===== config.mk =====
export PLATFORM = sky130hd
export DESIGN_NAME = irenc_sir_tx
export DESIGN_NICKNAME = d
export VERILOG_FILES = /design/src/rtl/irenc_pkg.sv /design/src/rtl/irenc_slot_ctr.sv /design/src/rtl/irenc_bit_latch.sv /design/src/rtl/irenc_limiter.sv /design/src/rtl/irenc_sir_tx.sv
export SDC_FILE = /design/constraint.sdc
export NUM_CORES = 1
export LEC_CHECK = 0
export BUFFER_PORTS_ARGS = -buffer_cell sky130_fd_sc_hd__buf_2
export CORE_AREA = 2 2 39 41
export CTS_CLUSTER_SIZE = 8
export DETAILED_ROUTE_END_ITERATION = 12
export DIE_AREA = 0 0 41 43
export PLACE_DENSITY_LB_ADDON = 0.1
export SLEW_MARGIN = 25
export SYNTH_ARGS = -nofsm -noshare
export SYNTH_HDL_FRONTEND = slang
export SYNTH_SLANG_ARGS = --single-unit
export TNS_END_PERCENT = 1

===== constraint.sdc =====
create_clock -name clk -period 1.55 [get_ports clk]
set_input_delay 0.31 -clock clk [delete_from_list [all_inputs] [get_ports clk]]
set_output_delay 0.31 -clock clk [all_outputs]
set_load 0.005 [all_outputs]

===== src/rtl/irenc_pkg.sv =====
package irenc_pkg;

    localparam int unsigned SLOTS_PER_BIT = 16;
    localparam int unsigned SLOT_W        = $clog2(SLOTS_PER_BIT);
    localparam int unsigned PULSE_AT      = 7;
    localparam int unsigned PULSE_SLOTS   = 3;

    typedef logic [SLOT_W-1:0] slot_t;

    localparam slot_t LAST_SLOT   = slot_t'(SLOTS_PER_BIT - 1);
    localparam slot_t PULSE_BEGIN = slot_t'(PULSE_AT);
    localparam slot_t PULSE_END   = slot_t'(PULSE_AT + PULSE_SLOTS);

    // Encoder datapath state seen by the pulse shaper.
    typedef struct packed {
        slot_t slot;
        logic  data;
        logic  req;
    } enc_state_t;

    function automatic logic in_pulse_window(slot_t s);
        return (s >= PULSE_BEGIN) && (s < PULSE_END);
    endfunction

endpackage


===== src/rtl/irenc_slot_ctr.sv =====
module irenc_slot_ctr
    import irenc_pkg::*;
(
    input  logic  clk,
    input  logic  rst,
    input  logic  slot_en,
    output slot_t slot,
    output logic  wrap
);

    slot_t slot_q;

    // Reset parks the counter on the last slot so the next strobe opens slot 0.
    always_ff @(posedge clk) begin
        if (rst) begin
            slot_q <= LAST_SLOT;
        end else if (slot_en) begin
            slot_q <= slot_t'(slot_q + 1'b1);
        end
    end

    assign slot = slot_q;
    assign wrap = slot_en && (slot_q == LAST_SLOT);

    // the slot position only moves on a strobe.
    a_r7_slot_hold: assert property (@(posedge clk) disable iff (rst)
        !slot_en |=> $stable(slot_q));

endmodule


===== src/rtl/irenc_bit_latch.sv =====
module irenc_bit_latch (
    input  logic clk,
    input  logic rst,
    input  logic wrap,
    input  logic tx,
    output logic data
);

    logic data_q;

    // Idle value is 1, which encodes to a dark emitter.
    always_ff @(posedge clk) begin
        if (rst) begin
            data_q <= 1'b1;
        end else if (wrap) begin
            data_q <= tx;
        end
    end

    assign data = data_q;

    // the captured bit is held for the whole period.
    a_r6_bit_held: assert property (@(posedge clk) disable iff (rst)
        !wrap |=> $stable(data_q));

endmodule


===== src/rtl/irenc_limiter.sv =====
module irenc_limiter #(
    parameter int unsigned MAX_HIGH_CYC = 200
) (
    input  logic clk,
    input  logic rst,
    input  logic req,
    output logic ir
);

    localparam int unsigned CNT_W = $clog2(MAX_HIGH_CYC + 1);
    localparam logic [CNT_W-1:0] CAP = CNT_W'(MAX_HIGH_CYC);

    logic [CNT_W-1:0] hi_cnt;
    logic             ir_q;

    always_ff @(posedge clk) begin
        if (rst || !req) begin
            hi_cnt <= '0;
            ir_q   <= 1'b0;
        end else if (hi_cnt < CAP) begin
            hi_cnt <= hi_cnt + 1'b1;
            ir_q   <= 1'b1;
        end else begin
            ir_q   <= 1'b0;
        end
    end

    assign ir = ir_q;

    // Independent run-length observer for the cap check.
    logic [CNT_W:0] chk_run;
    always_ff @(posedge clk) begin
        if (rst || !ir_q) begin
            chk_run <= '0;
        end else if (chk_run <= {1'b0, CAP}) begin
            chk_run <= chk_run + 1'b1;
        end
    end

    // the high run never passes the ceiling.
    a_r5_high_cap: assert property (@(posedge clk) disable iff (rst)
        ir_q |-> (chk_run < {1'b0, CAP}));

endmodule


===== src/rtl/irenc_sir_tx.sv =====
module irenc_sir_tx
    import irenc_pkg::*;
#(
    parameter int unsigned MAX_HIGH_CYC = 200
) (
    input  logic clk,
    input  logic rst,
    input  logic slot_en,
    input  logic tx,
    output logic ir_out
);

    slot_t      slot;
    logic       wrap;
    logic       data;
    logic       ir_q;
    enc_state_t st;

    irenc_slot_ctr u_slot (
        .clk     (clk),
        .rst     (rst),
        .slot_en (slot_en),
        .slot    (slot),
        .wrap    (wrap)
    );

    irenc_bit_latch u_bit (
        .clk  (clk),
        .rst  (rst),
        .wrap (wrap),
        .tx   (tx),
        .data (data)
    );

    always_comb begin
        st.slot = slot;
        st.data = data;
        st.req  = !data && in_pulse_window(slot);
    end

    irenc_limiter #(
        .MAX_HIGH_CYC (MAX_HIGH_CYC)
    ) u_lim (
        .clk (clk),
        .rst (rst),
        .req (st.req),
        .ir  (ir_q)
    );

    assign ir_out = ir_q & ~rst;

    // reset keeps the emitter dark.
    a_r1_reset_dark: assert property (@(posedge clk)
        rst |-> !ir_out);

    // a bit held at 1 for two samples leaves the output low.
    a_r2_one_quiet: assert property (@(posedge clk) disable iff (rst)
        (st.data && $past(st.data)) |-> !ir_out);

    // a pulse only starts while a zero bit is held.
    a_r3_rise_on_zero: assert property (@(posedge clk) disable iff (rst)
        $rose(ir_out) |-> !st.data);

endmodule


==> impl_metrics.csv, run 1 <==
group,metric,value,unit
power,peakVddDrop,549,uV
clock_tree,htree_levels,1,
clock_tree,clockBufferDepth,2,
layout,area_delta_synth_final,13.2,%
grt,grt_pass1_wl,1860,um
worst_setup_path,endpoint,"u_lim.hi_cnt[3]$_SDFFE_PP0P_",
grt,grt_pass1_vias,458,
floorplan,dieArea,1760,um2
sta,max_freq,743,MHz
layout,drive_above_1_share,18.4,%
grt,antenna_found_initial,0,
sta,finalHoldViolations,0,
min_path,min_path_type,"input port to flip-flop",
grt,grt_usage,15.5,%
logic_synthesis,yosysUniqueCellTypes,30,
clock_tree,hold_buffers,0,
sta,setup_viol,0,
sta,fin_tns_setup,0,ns
worst_setup_path,cp.required,1.77,ns
logic_synthesis,synth-seq-cells,14,
detailed_routing,drc,0,
floorplan,coreArea,1380,um2
place,dp_hpwl,779,um
floorplan,die_h,43,um
detailed_routing,drt_pass1_iterations,4,
worst_setup_path,crit_path_cell_trace,"o311a_4, or3_1, a21oi_2",
worst_setup_path,startpoint,"u_lim.hi_cnt[3]$_SDFFE_PP0P_",
worst_setup_path,start_kind,"flip-flop",
logic_synthesis,synthArstFlopShare,0,%
logic_synthesis,yosysWarnings,0,
detailed_routing,drtIter0Drc,7,
detailed_routing,via_per_inst,5.51,
power,leakagePower,0.000270,uW
clock_tree,clock_latency,0.27,ns
clock_tree,clk_pin_slew,0.09,ns
worst_setup_path,reg2reg_from,"u_lim.hi_cnt[3]$_SDFFE_PP0P_",
layout,antennaDiodeCount,0,
worst_setup_path,slowest_stage,"o311a_4",
power,p_per_area,986,nW/um2
floorplan,fp-row-count,14,
sta,layout_min_cycle_time,1.35,ns
grt,grt_max_degree,9,
clock_tree,cts_resized,0,
logic_synthesis,synth_nets,73,
logic_synthesis,synthCells,67,
grt,grt.overflow.total,0,
layout,nets,83,
sta,slew-limit-headroom,83.0,%
logic_synthesis,synthTopCellsByArea,"dfxtp_1 (44%), a21oi_1 (3.9%), ha_1 (3.9%), o311a_4 (3.4%), o21ai_0 (3.2%)",
logic_synthesis,ys.flop_type,"dfxtp_1",
clock_tree,cts_tree,"built",
sta,rsz0062_at_grt,"false",
sta,slew_viol_final,0,
logic_synthesis,synth_top_area_share,44.2,%
floorplan,die_width,41,um
place,gp_congestion,0.721,
clock_tree,cts_setup_buffers,0,
logic_synthesis,synth_area_per_cell,9.47,um2
layout,layout.cells.non_filler,92,
worst_setup_path,crit_type,"flip-flop to flip-flop",
clock_tree,cts-root-buf,"clkbuf_4",
detailed_routing,wl_per_cell,11.8,um
worst_setup_path,critPathCaptureType,"flip-flop",
worst_setup_path,reg2reg_to,"u_lim.hi_cnt[3]$_SDFFE_PP0P_",
logic_synthesis,yosys.area.top_type,"dfxtp_1",
detailed_routing,vias,507,
detailed_routing,drtAntennaViolNets,0,
floorplan,start_util,45.8,%
place,dp.cells,88,
detailed_routing,routed_wl,1090,um
clock_tree,clock_sinks,14,
logic_synthesis,synth_area,634,um2
place,portBuffers,4,
sta,skew,0.00152,ns
logic_synthesis,synth_edf_count,0,
status,status,"complete, no violations",
job,drv_cap,0,
sta,period_share,86.9,%
floorplan,ioPinCount,5,
worst_setup_path,reg2reg_depth,3,
layout,fill_cells,131,
logic_synthesis,yosysSeqAreaShare,44.2,%
worst_setup_path,crit_path_max_incr_delay,0.43,ns
worst_setup_path,path_max_fanout,7,
worst_setup_path,rrSetupSlack,0.20,ns
sta,whs,0.310,ns
min_path,hp-start,"rst",
clock_tree,cts_buffers,3,
sta,worst_slew_pin_slew,0.252,ns
worst_setup_path,cp.arrival,1.57,ns
cell families (layout without fill, tap and decap cells):
family	after synthesis	in the layout	share of synthesized area, %
and+or+nand+nor	26	26	23.1
AOI/OAI and AO/OA	18	18	21.3
DFF	14	14	44.2
xor gates and xnor gates	3	3	4.14
buffers and inverters	3	12	1.78
adders and majority gates	2	2	3.94
muxes	1	1	1.58
flip-flops by register name, summed over array words and instances (netlist names):
register,cells
u_lim.hi_cnt,8
u_bit.data,1
u_lim.ir,1
u_slot.slot,4
worst max-delay path, delay by kind of cell, from the launching register on:
kind	cells	cell delay [ns]
AOI/OAI and AO/OA	2	0.54
DFF	1	0.38
and+or+nand+nor	1	0.37
power breakdown:
part,total (uW),internal [uW],switching [uW]
combinational,55.7,30.3,25.5
sequential,391,376,14.9
clock,262,143,119
cells in the final DEF, fill, tap and decap left out, types with 3 or more instances in the layout:
| cell type | Yosys | routed |
|---|---|---|
| dfxtp_1 | 14 | 14 |
| nor2_1 | 5 | 5 |
| a21oi_1 | 5 | 5 |
| o21ai_0 | 4 | 4 |
| buf_2 | 0 | 4 |
| nand3_1 | 3 | 3 |
| inv_1 | 3 | 3 |
| or3_1 | 3 | 3 |
| clkbuf_4 | 0 | 3 |
layout make-up:
class / count / area (um2) / area share, %
multi-input combinational: 50 / 343 / 47.7
inverter: 3 / 11.3 / 1.57
tap: 16 / 20.0 / 2.79
sequential: 14 / 280 / 39.0
clock buffer: 4 / 36.3 / 5.05
timing repair buffer: 5 / 27.5 / 3.83
metal layers:
layer  track usage [%]  vias to the layer above  share of wire (%)
met5                 0                        -                  0
li1                  -                      262                  -
met3              3.14                        2                2.5
met1              22.2                      238                 55
met2              21.3                        5                 41
met4              8.00                        0                1.2
stage by stage:
step | setup slack, ns | total power (uW) | area (um2) | utilization [%]
after CTS | 0.195 | 716 | 718 | 51.9
final | 0.204 | 708 | 718 | 51.9
after global routing | 0.146 | 738 | 718 | 51.9
after global placement | 0.229 | 453 | 682 | 49.3
after floorplan | 0.280 | 437 | 634 | -
after detailed placement | 0.224 | 454 | 682 | 49.3
cell usage after synthesis (2+ instances only):
cell,n
a21oi_1,5
inv_1,3
nand2_1,2
xor2_1,2
o21ai_0,4
a211o_1,2
or3_1,3
nand4_1,2
nand2b_1,2
ha_1,2
dfxtp_1,14
nor2b_1,2
nor2_1,5
nand3_1,3
worst min-delay path by stage:
stage	slack [ns]	to	depth (start not counted)
global placement	0.45	u_bit.data$_SDFFE_PP1P_	1
CTS	0.31	u_bit.data$_SDFFE_PP1P_	2
floorplan	0.40	u_bit.data$_SDFFE_PP1P_	1
global route	0.31	u_bit.data$_SDFFE_PP1P_	2
detailed placement	0.46	u_bit.data$_SDFFE_PP1P_	1
finish	0.31	u_bit.data$_SDFFE_PP1P_	2
(Power assumes the default switching activity.)
==> run 2: changes to the inputs <==
--- a/config.mk
+++ b/config.mk
@@ -5,14 +5,16 @@
 export SDC_FILE = /design/constraint.sdc
 export NUM_CORES = 1
 export LEC_CHECK = 0
+export ABC_AREA = 1
 export BUFFER_PORTS_ARGS = -buffer_cell sky130_fd_sc_hd__buf_2
-export CORE_AREA = 2 2 39 41
+export CORE_MARGIN = 2
+export CORE_UTILIZATION = 50
 export CTS_CLUSTER_SIZE = 8
 export DETAILED_ROUTE_END_ITERATION = 12
-export DIE_AREA = 0 0 41 43
 export PLACE_DENSITY_LB_ADDON = 0.1
 export SLEW_MARGIN = 25
 export SYNTH_ARGS = -nofsm -noshare
 export SYNTH_HDL_FRONTEND = slang
+export SYNTH_HIERARCHICAL = 1
 export SYNTH_SLANG_ARGS = --single-unit
 export TNS_END_PERCENT = 1
==> run 2 against run 1 <==
Sequential power hardly changed; worst hold slack worse by 0.073 ns; combinational power is 17% higher; global-route usage is 0.26 points higher; synthesized area is 14% higher; clock power hardly changed; first-iteration DRC count is 100% higher; register-to-register slack better by 0.14 ns; setup slack better by 0.14 ns; non-clock buffer count is 1 lower; count of clock-buffer cells in the layout stayed put; largest cell class unchanged; synthesized cell count is 57% higher.
==> impl_metrics.csv, run 2 <==
group,metric,value,unit
logic_synthesis,synth_top_area_share,38.8,%
grt,antenna_found_initial,0,
logic_synthesis,synth.area.mux_share,0,%
logic_synthesis,synth_top_family_by_area,"simple AND/OR/NAND/NOR gates",
worst_setup_path,cp.arrival,1.39,ns
logic_synthesis,synth_edf_count,0,
sta,period_share,77.8,%
floorplan,fp-row-count,13,
worst_setup_path,path_max_fanout,5,
layout,regMostFlops,"u_lim/hi_cnt",
worst_setup_path,crit_type,"flip-flop to flip-flop",
grt,grt_usage,15.8,%
clock_tree,cts_tree,"built",
logic_synthesis,synthArstFlopShare,0,%
logic_synthesis,synth_nets,111,
worst_setup_path,critPathCaptureType,"flip-flop",
power,peakVddDrop,530,uV
floorplan,coreArea,1320,um2
layout,layout.cells.non_filler,128,
logic_synthesis,ys.flop_type,"dfxtp_1",
worst_setup_path,cp.required,1.73,ns
clock_tree,clock_latency,0.28,ns
logic_synthesis,synthTopCellsByArea,"dfxtp_1 (39%), inv_1 (10%), nand2_1 (9.9%), nor2_1 (8.3%), nand3_1 (5.5%)",
floorplan,die_h,42,um
logic_synthesis,synth_area_per_cell,6.88,um2
layout,layout_common_cells,"inv_1 (20), nand2_1 (19), nor2_1 (16), dfxtp_1 (14), nand3_1 (8)",
sta,max_freq,829,MHz
sta,layout_min_cycle_time,1.21,ns
place,portBuffers,4,
sta,finalHoldViolations,0,
clock_tree,cts_setup_buffers,0,
clock_tree,clock_sinks,14,
logic_synthesis,yosys.area_share.simple,36.4,%
layout,area_delta_synth_final,10.4,%
layout,drive_above_1_share,15.0,%
detailed_routing,routed_wl,1160,um
grt,grt_pass1_vias,520,
detailed_routing,vias,622,
logic_synthesis,synth_adder_area_share,3.47,%
logic_synthesis,yosysWarnings,6,
power,p_per_area,897,nW/um2
clock_tree,cts-root-buf,"clkbuf_4",
clock_tree,cts_buffers,3,
place,gp_congestion,0.804,
power,leakagePower,0.000423,uW
grt,grt_max_degree,10,
detailed_routing,via_per_inst,4.86,
sta,slew-limit-headroom,81.6,%
layout,antennaDiodeCount,0,
clock_tree,cts_resized,0,
logic_synthesis,synth_area,722,um2
floorplan,ioPinCount,5,
logic_synthesis,yosysUniqueCellTypes,20,
floorplan,dieArea,1760,um2
sta,worst_slew_pin_slew,0.276,ns
logic_synthesis,synth_xor_area_share,1.21,%
layout,largest_reg_flops,8,
detailed_routing,drtAntennaViolNets,0,
layout,final_common_cell,"inv_1",
min_path,min_path_type,"input port to flip-flop",
power,p_total,715,uW
logic_synthesis,synthMostInstantiatedCell,"inv_1",
logic_synthesis,ys_top_cells_by_count,"inv_1 (20), nand2_1 (19), nor2_1 (16)",
clock_tree,clockBufferDepth,2,
sta,setup_viol,0,
logic_synthesis,yosysSeqAreaShare,38.8,%
layout,nets,120,
job,drv_cap,0,
sta,rsz0062_at_grt,"false",
status,status,"complete, no violations",
place,dp.cells,124,
floorplan,die_width,42,um
logic_synthesis,synth_compound_area_share,8.67,%
clock_tree,htree_levels,1,
detailed_routing,wl_per_cell,9.09,um
worst_setup_path,start_kind,"flip-flop",
sta,slew_viol_final,0,
logic_synthesis,yosys.area.top_type,"dfxtp_1",
floorplan,start_util,54.8,%
detailed_routing,drtIter0Drc,14,
logic_synthesis,synth-seq-cells,14,
clock_tree,clk_pin_slew,0.09,ns
logic_synthesis,synthCells,105,
detailed_routing,drt_pass1_iterations,4,
grt,grt.overflow.total,0,
clock_tree,hold_buffers,0,
sta,fin_tns_setup,0,ns
sta,skew,0.00834,ns
detailed_routing,drc,0,
grt,grt_pass1_wl,2080,um
place,dp_hpwl,896,um
==> run 2: power by group <==
part / internal (uW) / switching, uW
Clock: 143 / 118
Sequential: 374 / 14.8
Combinational: 27.5 / 37.7
==> run 2: cell families after synthesis <==
| group | count (synthesis) |
|---|---|
| compound gates | 12 |
| xor+xnor | 1 |
| buf+inv | 22 |
| simple gates | 54 |
| fa+ha+maj | 2 |
| flops | 14 |
==> run 2: final cells by class <==
type	count	area, um2
sequential	14	280
timing repair buffer	4	20.0
fill	124	520
inverter	22	82.6
tap	15	18.8
clock buffer	4	36.3
multi-input combinational	69	359
==> run 2: worst paths after layout <==
kind / start / to / slack [ns] / depth (start not counted)
min reg2reg: u_bit/data$_SDFFE_PP1P_ / u_bit/data$_SDFFE_PP1P_ / 0.48 / 2
max reg2reg: u_slot/slot[1]$_SDFFE_PP1P_ / u_bit/data$_SDFFE_PP1P_ / 0.34 / 6
min: tx / u_bit/data$_SDFFE_PP1P_ / 0.24 / 3
max: u_slot/slot[1]$_SDFFE_PP1P_ / u_bit/data$_SDFFE_PP1P_ / 0.34 / 6
==> run 2: per-layer routing <==
| metal | routed length [um] | share of wire, % | GRT usage [%] | up-vias |
|---|---|---|---|---|
| met5 | 0 | 0 | 0 | - |
| met4 | 14 | 1.2 | 7.74 | 0 |
| met3 | 51 | 4.4 | 7.76 | 2 |
| met2 | 477 | 41 | 22.2 | 11 |
| met1 | 622 | 53 | 19.8 | 270 |
| li1 | - | - | - | 339 |
==> run 2: worst max-delay path, cell delays in order, from the launching register on <==
cell and delay, ns:
dfxtp_1 0.40, ha_1 0.17, nand2_1 0.08, nor3b_1 0.27, inv_1 0.09, nand2_2 0.06, nand3_2 0.05
==> run 2: through the flow <==
stage	utilization, %	cell area (um2)	hold slack [ns]	setup WS, ns
finish	60.5	797	0.236	0.344
CTS	60.5	797	0.225	0.332
detailed placement	57.7	761	0.468	0.338
global route	60.5	797	0.239	0.160
floorplan	-	722	0.410	0.468
global placement	57.7	761	0.462	0.366
